[config.mk]
export PLATFORM = sky130hd
export DESIGN_NAME = sdp_guard
export DESIGN_NICKNAME = d
export VERILOG_FILES = /design/src/rtl/sdp_pkg.sv /design/src/rtl/sdp_cmd_decode.sv /design/src/rtl/sdp_seq_fsm.sv /design/src/rtl/sdp_guard.sv
export SDC_FILE = /design/constraint.sdc
export NUM_CORES = 1
export LEC_CHECK = 0
export BUFFER_PORTS_ARGS = -buffer_cell sky130_fd_sc_hd__buf_4
export CORE_MARGIN = 1
export CORE_UTILIZATION = 40
export DETAILED_ROUTE_END_ITERATION = 7
export GPL_TIMING_DRIVEN = 0
export PLACE_DENSITY = 0.78
export SYNTH_ARGS = -nofsm -noshare
export SYNTH_HDL_FRONTEND = slang
export SYNTH_HIERARCHICAL = 1
export SYNTH_SLANG_ARGS = --single-unit
[constraint.sdc]
create_clock -name clk -period 5.6 [get_ports clk]
set_clock_uncertainty 0.05 [all_clocks]
set_input_delay 0.56 -clock clk [delete_from_list [all_inputs] [get_ports clk]]
set_output_delay 0.56 -clock clk [all_outputs]
set_load 0.005 [all_outputs]
[src/rtl/sdp_pkg.sv]
package sdp_pkg;

    typedef enum logic [2:0] {
        SQ_IDLE,
        SQ_K1,
        SQ_K2,
        SQ_K3,
        SQ_K4,
        SQ_K5
    } seq_t;

    typedef struct packed {
        logic aa_lo;
        logic h55_hi;
        logic a0_lo;
        logic h80_lo;
        logic h20_lo;
    } hits_t;

endpackage

[src/rtl/sdp_cmd_decode.sv]
module sdp_cmd_decode #(
    parameter int AW = 15,
    parameter int DW = 8,
    parameter logic [AW-1:0] KEY_ADDR_LO = AW'('h5555),
    parameter logic [AW-1:0] KEY_ADDR_HI = AW'('h2AAA),
    parameter logic [DW-1:0] KEY_D_AA    = DW'('hAA),
    parameter logic [DW-1:0] KEY_D_55    = DW'('h55),
    parameter logic [DW-1:0] KEY_D_ARM   = DW'('hA0),
    parameter logic [DW-1:0] KEY_D_EXT   = DW'('h80),
    parameter logic [DW-1:0] KEY_D_OFF   = DW'('h20)
) (
    input  logic [AW-1:0]  addr,
    input  logic [DW-1:0]  data,
    output sdp_pkg::hits_t hits
);
    logic at_lo;
    logic at_hi;

    assign at_lo = (addr == KEY_ADDR_LO);
    assign at_hi = (addr == KEY_ADDR_HI);

    always_comb begin
        hits.aa_lo  = at_lo && (data == KEY_D_AA);
        hits.h55_hi = at_hi && (data == KEY_D_55);
        hits.a0_lo  = at_lo && (data == KEY_D_ARM);
        hits.h80_lo = at_lo && (data == KEY_D_EXT);
        hits.h20_lo = at_lo && (data == KEY_D_OFF);
    end
endmodule

[src/rtl/sdp_seq_fsm.sv]
module sdp_seq_fsm (
    input  logic           clk,
    input  logic           rst_n,
    input  logic           pwr_good,
    input  logic           wr_valid,
    input  logic           win_open,
    input  sdp_pkg::hits_t hits,
    output logic           consumed,
    output logic           arm,
    output logic           disarm
);
    import sdp_pkg::*;

    typedef struct packed {
        seq_t st;
    } fsm_t;

    fsm_t s_q, s_d;
    logic live;

    assign live = wr_valid && pwr_good && !win_open;

    always_comb begin
        s_d      = s_q;
        consumed = 1'b0;
        arm      = 1'b0;
        disarm   = 1'b0;
        if (!pwr_good) begin
            s_d.st = SQ_IDLE;
        end else if (live) begin
            // default: abort, possibly restarting on a first-step write
            s_d.st   = hits.aa_lo ? SQ_K1 : SQ_IDLE;
            consumed = hits.aa_lo;
            unique case (s_q.st)
                SQ_IDLE: ;
                SQ_K1: if (hits.h55_hi) begin
                    s_d.st = SQ_K2; consumed = 1'b1;
                end
                SQ_K2: if (hits.a0_lo) begin
                    s_d.st = SQ_IDLE; consumed = 1'b1; arm = 1'b1;
                end else if (hits.h80_lo) begin
                    s_d.st = SQ_K3; consumed = 1'b1;
                end
                SQ_K3: if (hits.aa_lo) begin
                    s_d.st = SQ_K4; consumed = 1'b1;
                end
                SQ_K4: if (hits.h55_hi) begin
                    s_d.st = SQ_K5; consumed = 1'b1;
                end
                SQ_K5: if (hits.h20_lo) begin
                    s_d.st = SQ_IDLE; consumed = 1'b1; disarm = 1'b1;
                end
                default: s_d.st = SQ_IDLE;
            endcase
        end
    end

    always_ff @(posedge clk or negedge rst_n) begin
        if (!rst_n) s_q <= '{st: SQ_IDLE};
        else        s_q <= s_d;
    end
endmodule

[src/rtl/sdp_guard.sv]
module sdp_guard #(
    parameter int AW = 15,
    parameter int DW = 8
) (
    input  logic          clk,
    input  logic          rst_n,
    input  logic          pwr_good,
    input  logic          wr_valid,
    input  logic [AW-1:0] wr_addr,
    input  logic [DW-1:0] wr_data,
    input  logic          load_done,
    output logic          wr_grant,
    output logic [AW-1:0] grant_addr,
    output logic [DW-1:0] grant_data,
    output logic          prot_on,
    output logic          load_window
);
    import sdp_pkg::*;

    typedef struct packed {
        logic          prot;
        logic          win;
        logic          grant;
        logic [AW-1:0] gaddr;
        logic [DW-1:0] gdata;
    } st_t;

    st_t   r_q, r_d;
    hits_t hits;
    logic  consumed, arm, disarm;

    sdp_cmd_decode #(.AW(AW), .DW(DW)) u_dec (
        .addr (wr_addr),
        .data (wr_data),
        .hits (hits)
    );

    sdp_seq_fsm u_fsm (
        .clk      (clk),
        .rst_n    (rst_n),
        .pwr_good (pwr_good),
        .wr_valid (wr_valid),
        .win_open (r_q.win),
        .hits     (hits),
        .consumed (consumed),
        .arm      (arm),
        .disarm   (disarm)
    );

    always_comb begin
        r_d       = r_q;
        r_d.grant = wr_valid && pwr_good && !consumed && (!r_q.prot || r_q.win);
        if (r_d.grant) begin
            r_d.gaddr = wr_addr;
            r_d.gdata = wr_data;
        end
        if (arm)         r_d.prot = 1'b1;
        else if (disarm) r_d.prot = 1'b0;
        if (!pwr_good)     r_d.win = 1'b0;
        else if (arm)      r_d.win = 1'b1;
        else if (load_done) r_d.win = 1'b0;
    end

    always_ff @(posedge clk or negedge rst_n) begin
        if (!rst_n) r_q <= '0;
        else        r_q <= r_d;
    end

    assign wr_grant    = r_q.grant;
    assign grant_addr  = r_q.gaddr;
    assign grant_data  = r_q.gdata;
    assign prot_on     = r_q.prot;
    assign load_window = r_q.win;
endmodule

==> flow_metrics.py, run 1 <==
metrics = {
    "power_and_ir_drop": {
        "power.density_nw_per_um2": 267,
        "clock_power_share_pct": 34.0,
        "leakagePower_nw": 0.910,
        "irDropWorstVdd_v": 0.000203,
        "switching_share_pct": 23.5,
        "seqPwrFrac_pct": 45.8,
        "switchingPower_mw": 0.129,
        "p_int_mw": 0.419,
        "p_comb_share_pct": 20.2,
    },
    "cells_and_area": {
        "fin_cells": 229,
        "drive_gt1_share_pct": 51.9,
        "finalNetCount": 210,
        "fillers": 327,
        "antenna_cells": 0,
        "syn2layout_area_growth_pct": 37.2,
    },
    "drt": {
        "met1_length_um": 1350,
        "antenna_left": 0,
        "first_pass_iters": 4,
        "wl_per_cell_um": 14.1,
        "wl_met3_um": 223,
        "drc": 0,
        "totalWireLength_um": 3240,
        "wl_met2_um": 1600,
        "top_layer_used": "met4",
        "viasPerCell": 5.30,
        "via_count": 1213,
        "drt_iter0_drc": 28,
    },
    "critical_path": {
        "ff2ff_path_depth": 7,
        "crit_family": "simple AND/OR/NAND/NOR gates",
        "critPathBufInv": 2,
        "reg2reg_from": "u_fsm/s_q[2]$_DFFE_PN0P_",
        "endpoint": "grant_data[3]$_DFFE_PN0P_",
        "worst-r2r-setup-slack_ps": 3600,
        "critPathCaptureType": "flip-flop",
        "path_cells": "buf_4, nor4bb_1, nand4_1, nor2_1, nand2b_1, a311o_1, a31oi_1, nor3_4, buf_6, mux2_2",
        "cp.required_ps": 5710,
        "cp_max_fo": 10,
        "crit_slowest_cell": "a311o_1",
        "critPathLaunch": "wr_addr[6]",
        "crit_cells": 10,
        "rr_endpoint": "grant_data[3]$_DFFE_PN0P_",
        "critPathArrivalTime_ps": 2740,
        "worstSetupPathType": "primary input to flip-flop",
        "cp-start-kind": "primary input",
        "max_stage_delay_ps": 360,
    },
    "floorplanning": {
        "chipWidth_um": 63.2,
        "core_area_um2": 3470,
        "io_pins": 54,
        "die-area_um2": 3990,
        "initial_core_util_pct": 43.2,
        "rows": 21,
        "die_y_um": 63.2,
    },
    "yosys": {
        "synthTopCellsByCount": "dfrtp_1 (29), mux2_2 (23), nor2_1 (8)",
        "syn_inst": 122,
        "yosys.cell_count.top_type": "dfrtp_1",
        "synth_edf_count": 0,
        "syn_area_um2": 1500,
        "ys_seq_area_share_pct": 48.5,
        "synth_fp_nets": 150,
        "ys_ff_latch": 29,
        "ys_warn_count": 6,
        "synth_top_area_share_pct": 48.5,
        "yosys.area.top_type": "dfrtp_1",
        "syn_avg_cell_area_um2": 12.3,
        "ys_top_cells_by_area": "dfrtp_1 (48%), mux2_2 (17%), and4bb_1 (3.3%)",
        "synth_flop_cell": "dfrtp_1",
        "yosysUniqueCellTypes": 36,
        "async_reset_ff_share_pct": 100,
    },
    "clock_tree": {
        "post-cts-setup-buffers": 0,
        "clk_pin_slew_ps": 50,
        "post_cts_resized": 0,
        "clock_latency_ps": 280,
        "clock_path_buffers": 2,
        "cts_num_sinks": 29,
        "cts_hold_buffers": 0,
        "root_buffer": "clkbuf_8",
        "numCtsBuffers": 5,
        "cts_htree_levels": 2,
        "cts_tree": "built",
    },
    "global_route": {
        "grt_pass1_wl_um": 5570,
        "first_global_vias": 1256,
        "grt_overflow": 0,
        "grt_start_max_net_pins": 30,
        "grt_antenna_before_repair": 0,
        "groute.usage.overall_pct": 18.1,
    },
    "timing": {
        "setup_slack_ps": 2970,
        "slew_headroom_pct": 75.9,
        "drv_slew": 0,
        "fin_crit_ps": 2630,
        "hold_viol_final": 0,
        "post-route-period-util_pct": 46.9,
        "fin_setup_tns_ps": 0,
        "setup_viol": 0,
        "fmax_mhz": 381,
        "tightest_slew_ps": 361,
        "grt_setup_unrepaired": "no",
    },
    "placed_design": {
        "globalplace.congestion": 0.804,
        "place_inst": 221,
        "io_buffers": 53,
        "pre_cts_ws_ps": 2670,
        "dp_hpwl_um": 2520,
    },
    "run": {
        "maxCapViolations": 0,
    },
    "min_path": {
        "worstHoldPathType": "primary input to async pin",
    },
    "status": {
        "outcome": "completed",
    },
}
## worst register-to-register path, delay by kind of cell (launching register included)
kind / cells / cell delay [ps]
compound gates: 3 / 400
buf+inv: 2 / 370
simple gates: 1 / 370
flops: 1 / 350
mux: 1 / 350
## cell type report
cell class                      count  area, µm²  area share, %
Buffer                              4       38.8           1.89
Clock buffer                        7       96.3           4.69
Clock inverter                      1       5.00          0.244
Inverter                            3       11.3          0.548
Multi-Input combinational cell     86        722           35.1
Sequential cell                    29        726           35.3
Tap cell                           46       57.6           2.80
Timing Repair Buffer               53        398           19.4
## power by group through the flow
stage | registers (mW) | logic [mW] | clock network [mW]
final | 0.251 | 0.111 | 0.186
after CTS | 0.252 | 0.113 | 0.192
after global routing | 0.255 | 0.120 | 0.201
after floorplan | 0.255 | 0.0397 | 0
after detailed placement | 0.255 | 0.112 | 0
after global placement | 0.253 | 0.110 | 0
## flip-flops by register name, indices dropped and copies added (netlist names)
signal	count
prot_on	1
load_window	1
wr_grant	1
grant_data	8
grant_addr	15
u_fsm/s_q	3
## layout by cell type, fill, tap and decap left out, drive strengths merged
| cell type | synthesis | final |
|---|---|---|
| dfrtp | 29 | 29 |
| nand2 | 6 | 6 |
| and2b | 2 | 2 |
| nor2b | 4 | 4 |
| nor3 | 2 | 2 |
| inv | 3 | 3 |
| a311oi | 1 | 1 |
| nor4b | 2 | 2 |
| and4bb | 4 | 4 |
| nor2 | 9 | 9 |
| a211o | 1 | 1 |
| nand3 | 2 | 2 |
| nand2b | 2 | 2 |
| mux2 | 23 | 23 |
| a21o | 1 | 1 |
| a31oi | 2 | 2 |
| nor4bb | 3 | 3 |
| o21a | 1 | 1 |
| a311o | 1 | 1 |
| clkbuf | 1 | 8 |
| a21oi | 3 | 3 |
| nand4 | 4 | 4 |
| nand3b | 2 | 2 |
| nor3b | 2 | 2 |
| nand4b | 2 | 2 |
| buf | 3 | 56 |
| clkinv | 0 | 1 |
| o21ai | 4 | 4 |
| o21ba | 1 | 1 |
| nand4bb | 1 | 1 |
| and4b | 1 | 1 |
## worst min path at each step
stage | slack (ps) | startpoint | endpoint | cells after the start
5_1_grt | 160 | rst_n | grant_addr[13]$_DFFE_PN0P_ | 1
3_5_place_dp | 450 | grant_addr[2]$_DFFE_PN0P_ | grant_addr[2]$_DFFE_PN0P_ | 1
3_3_place_gp | 440 | prot_on$_DFFE_PN0P_ | prot_on$_DFFE_PN0P_ | 1
2_1_floorplan | 210 | rst_n | grant_addr[0]$_DFFE_PN0P_ | 0
6_report | 140 | rst_n | u_fsm/s_q[2]$_DFFE_PN0P_ | 1
4_1_cts | 150 | rst_n | prot_on$_DFFE_PN0P_ | 1
## metal layers
layer  up-vias  GRT usage, %
met3         6          6.70
met1       591          20.3
met2        44          30.8
met5         -             0
met4         0          7.67
li1        572             -
## cells by family after synthesis
family                 after synthesis  share of synthesized area (%)
muxes                               23                           17.3
DFF                                 29                           48.5
buffers and inverters                7                           3.34
AOI/OAI and AO/OA                   15                           6.68
and+or+nand+nor                     48                           24.2
## through the flow
stage	hold slack (ps)	instance area (µm²)	power [mW]	utilization, %
4_1_cts	148	2050	0.556	59.2
2_1_floorplan	214	1500	0.295	-
6_report	137	2050	0.548	59.2
3_3_place_gp	438	1950	0.363	56.3
3_5_place_dp	447	1950	0.367	56.3
5_1_grt	165	2050	0.576	59.2
Power figures use the tool's default switching activity.
==> inputs of run 2 (changes only) <==
--- a/config.mk
+++ b/config.mk
@@ -10,7 +10,7 @@
 export CORE_UTILIZATION = 40
 export DETAILED_ROUTE_END_ITERATION = 7
 export GPL_TIMING_DRIVEN = 0
-export PLACE_DENSITY = 0.78
+export PLACE_DENSITY = 0.8
 export SYNTH_ARGS = -nofsm -noshare
 export SYNTH_HDL_FRONTEND = slang
 export SYNTH_HIERARCHICAL = 1
==> constraint.sdc (replaced) <==
create_clock -name clk -period 2.2 [get_ports clk]
set_clock_uncertainty 0.05 [all_clocks]
set_input_delay 0.22 -clock clk [delete_from_list [all_inputs] [get_ports clk]]
set_output_delay 0.22 -clock clk [all_outputs]
set_load 0.005 [all_outputs]
==> run 2 against run 1 <==
Effect of this change: wire length grew 8.6%; sequential power grew to 2.5 times the previous value; first-iteration DRC count grew to 3.5 times the previous value; via count rose by 1.3%; critical path depth unchanged; register-to-register slack got worse by 3500 ps; clock power rose to 2.5 times the previous value; count of clock-buffer cells in the layout unchanged; largest cell class is now multi-input combinational cells; highest routed layer unchanged.
==> flow_metrics.py, run 2 (synthesis gave the netlist of run 1 again) <==
metrics = {
    "drt": {
        "via_count": 1229,
        "drt_iter0_drc": 97,
        "wl_per_cell_um": 15.3,
        "first_pass_iters": 4,
        "drc": 0,
        "viasPerCell": 5.34,
        "antenna_left": 0,
        "totalWireLength_um": 3520,
    },
    "timing": {
        "fin_crit_ps": 2080,
        "drv_slew": 0,
        "post-route-period-util_pct": 94.5,
        "hold_viol_final": 0,
        "slew_headroom_pct": 75.3,
        "tightest_slew_ps": 371,
        "fin_setup_tns_ps": 0,
        "fmax_mhz": 481,
        "setup_slack_ps": 121,
        "setup_viol": 0,
        "whs_ps": 136,
    },
    "global_route": {
        "grt_pass1_wl_um": 5810,
        "first_global_vias": 1248,
        "grt_overflow": 0,
        "groute.usage.overall_pct": 19.5,
        "grt_start_max_net_pins": 30,
        "grt_antenna_before_repair": 0,
    },
    "floorplanning": {
        "core_area_um2": 3470,
        "io_pins": 54,
        "initial_core_util_pct": 43.2,
        "rows": 21,
        "die-area_um2": 3990,
        "chipWidth_um": 63.2,
        "die_y_um": 63.2,
    },
    "cells_and_area": {
        "syn2layout_area_growth_pct": 39.2,
        "finalNetCount": 211,
        "layout_commonest_cell": "buf_4",
        "drive_gt1_share_pct": 53.3,
        "fin_cells": 230,
        "antenna_cells": 0,
        "final_util_pct": 60.1,
        "largest_register_ffs": 15,
        "final_area_um2": 2080,
        "final_cell_mix": "buf_4 (53), dfrtp_1 (29), mux2_2 (23)",
        "fillers": 289,
    },
    "power_and_ir_drop": {
        "switchingPower_mw": 0.334,
        "finalPower_mw": 1.40,
        "leakagePower_nw": 0.915,
        "switching_share_pct": 23.8,
        "p_int_mw": 1.07,
        "irDropWorstVdd_v": 0.000553,
        "power.density_nw_per_um2": 673,
        "seqPwrFrac_pct": 45.5,
        "p_comb_share_pct": 20.7,
        "clock_power_share_pct": 33.8,
    },
    "min_path": {
        "min_to": "load_window$_DFFE_PN0P_",
        "worstHoldPathType": "primary input to flip-flop",
        "whs_path_depth": 2,
        "hp-start": "pwr_good",
    },
    "critical_path": {
        "cp-start-kind": "primary input",
        "worstSetupPathType": "primary input to flip-flop",
        "cp_max_fo": 10,
        "cp.required_ps": 2310,
        "critPathArrivalTime_ps": 2190,
        "critPathCaptureType": "flip-flop",
        "ff2ff_path_depth": 7,
        "reg2reg_from": "u_fsm/s_q[2]$_DFFE_PN0P_",
        "rr_endpoint": "grant_data[2]$_DFFE_PN0P_",
        "worst-r2r-setup-slack_ps": 150,
    },
    "placed_design": {
        "globalplace.congestion": 0.800,
        "place_inst": 221,
        "dpl_cell_area_um2": 1950,
        "io_buffers": 53,
        "dp_hpwl_um": 2690,
        "pre_cts_ws_ps": -328,
    },
    "clock_tree": {
        "clk_pin_slew_ps": 60,
        "post-cts-setup-buffers": 0,
        "clock_path_buffers": 2,
        "clock_latency_ps": 280,
        "cts_num_sinks": 29,
        "cts_htree_levels": 2,
        "numCtsBuffers": 5,
        "root_buffer": "clkbuf_8",
        "cts_tree": "built",
    },
    "status": {
        "outcome": "completed",
    },
    "run": {
        "maxCapViolations": 0,
    },
}
[run 2: changes by cell type in the layout (fill, tap and decap cells not counted)]
cell	before	now
a31oi_1	2	1
a31oi_2	0	1
dlygate4sd3_1	0	1
nor2_1	8	7
nor2_4	0	1
nor4bb_1	3	2
nor4bb_2	0	1
[run 2: what timing repair did]
action                     CTS  global route
pin swaps                    0             1
hold endpoints to repair    29             0
resized for setup            1             3
hold buffers                 1             0
setup endpoints to repair   19            22
[run 2: area by class of cell]
| class | count | area [µm²] | share of cell area (%) |
|---|---|---|---|
| multi-input combinational | 86 | 742 | 35.6 |
| sequential | 29 | 726 | 34.8 |
| timing repair buffer | 54 | 408 | 19.6 |
| clock buffer | 7 | 96.3 | 4.62 |
| tap | 46 | 57.6 | 2.76 |
| buffer | 4 | 38.8 | 1.86 |
| inverter | 3 | 11.3 | 0.540 |
| clock inverter | 1 | 5.00 | 0.240 |
[run 2: worst max path at each step]
stage	start	end	slack [ps]
2_1_floorplan	wr_addr[0]	grant_addr[10]$_DFFE_PN0P_	60
3_3_place_gp	wr_addr[0]	grant_addr[12]$_DFFE_PN0P_	-270
3_5_place_dp	wr_addr[6]	grant_data[3]$_DFFE_PN0P_	-330
4_1_cts	wr_addr[6]	grant_data[2]$_DFFE_PN0P_	20
5_1_grt	wr_addr[6]	grant_data[2]$_DFFE_PN0P_	-20
6_report	wr_addr[6]	grant_data[2]$_DFFE_PN0P_	120
[run 2: worst max-delay path, stage by stage]
cell      delay [ps]
buf_4            120
nor4bb_2         280
nand4_1          180
nor2_4           170
nand2b_1          80
a311o_1          360
a31oi_2          230
nor3_4           100
buf_6            160
mux2_2           270
[run 2: power groups by stage]
stage	logic [mW]	clock network, mW	registers [mW]
after floorplan	0.101	0	0.649
after global placement	0.282	0	0.643
after detailed placement	0.291	0	0.647
after CTS	0.294	0.487	0.639
after global routing	0.315	0.518	0.647
final	0.290	0.474	0.638
[run 2: routing by layer]
| metal | vias to the layer above | GRT usage, % | part of all wire [%] |
|---|---|---|---|
| met5 | - | 0 | 0 |
| met4 | 0 | 9.66 | 2.8 |
| met3 | 9 | 7.07 | 6.0 |
| met2 | 49 | 33.6 | 52 |
| met1 | 599 | 20.9 | 39 |
| li1 | 572 | - | - |
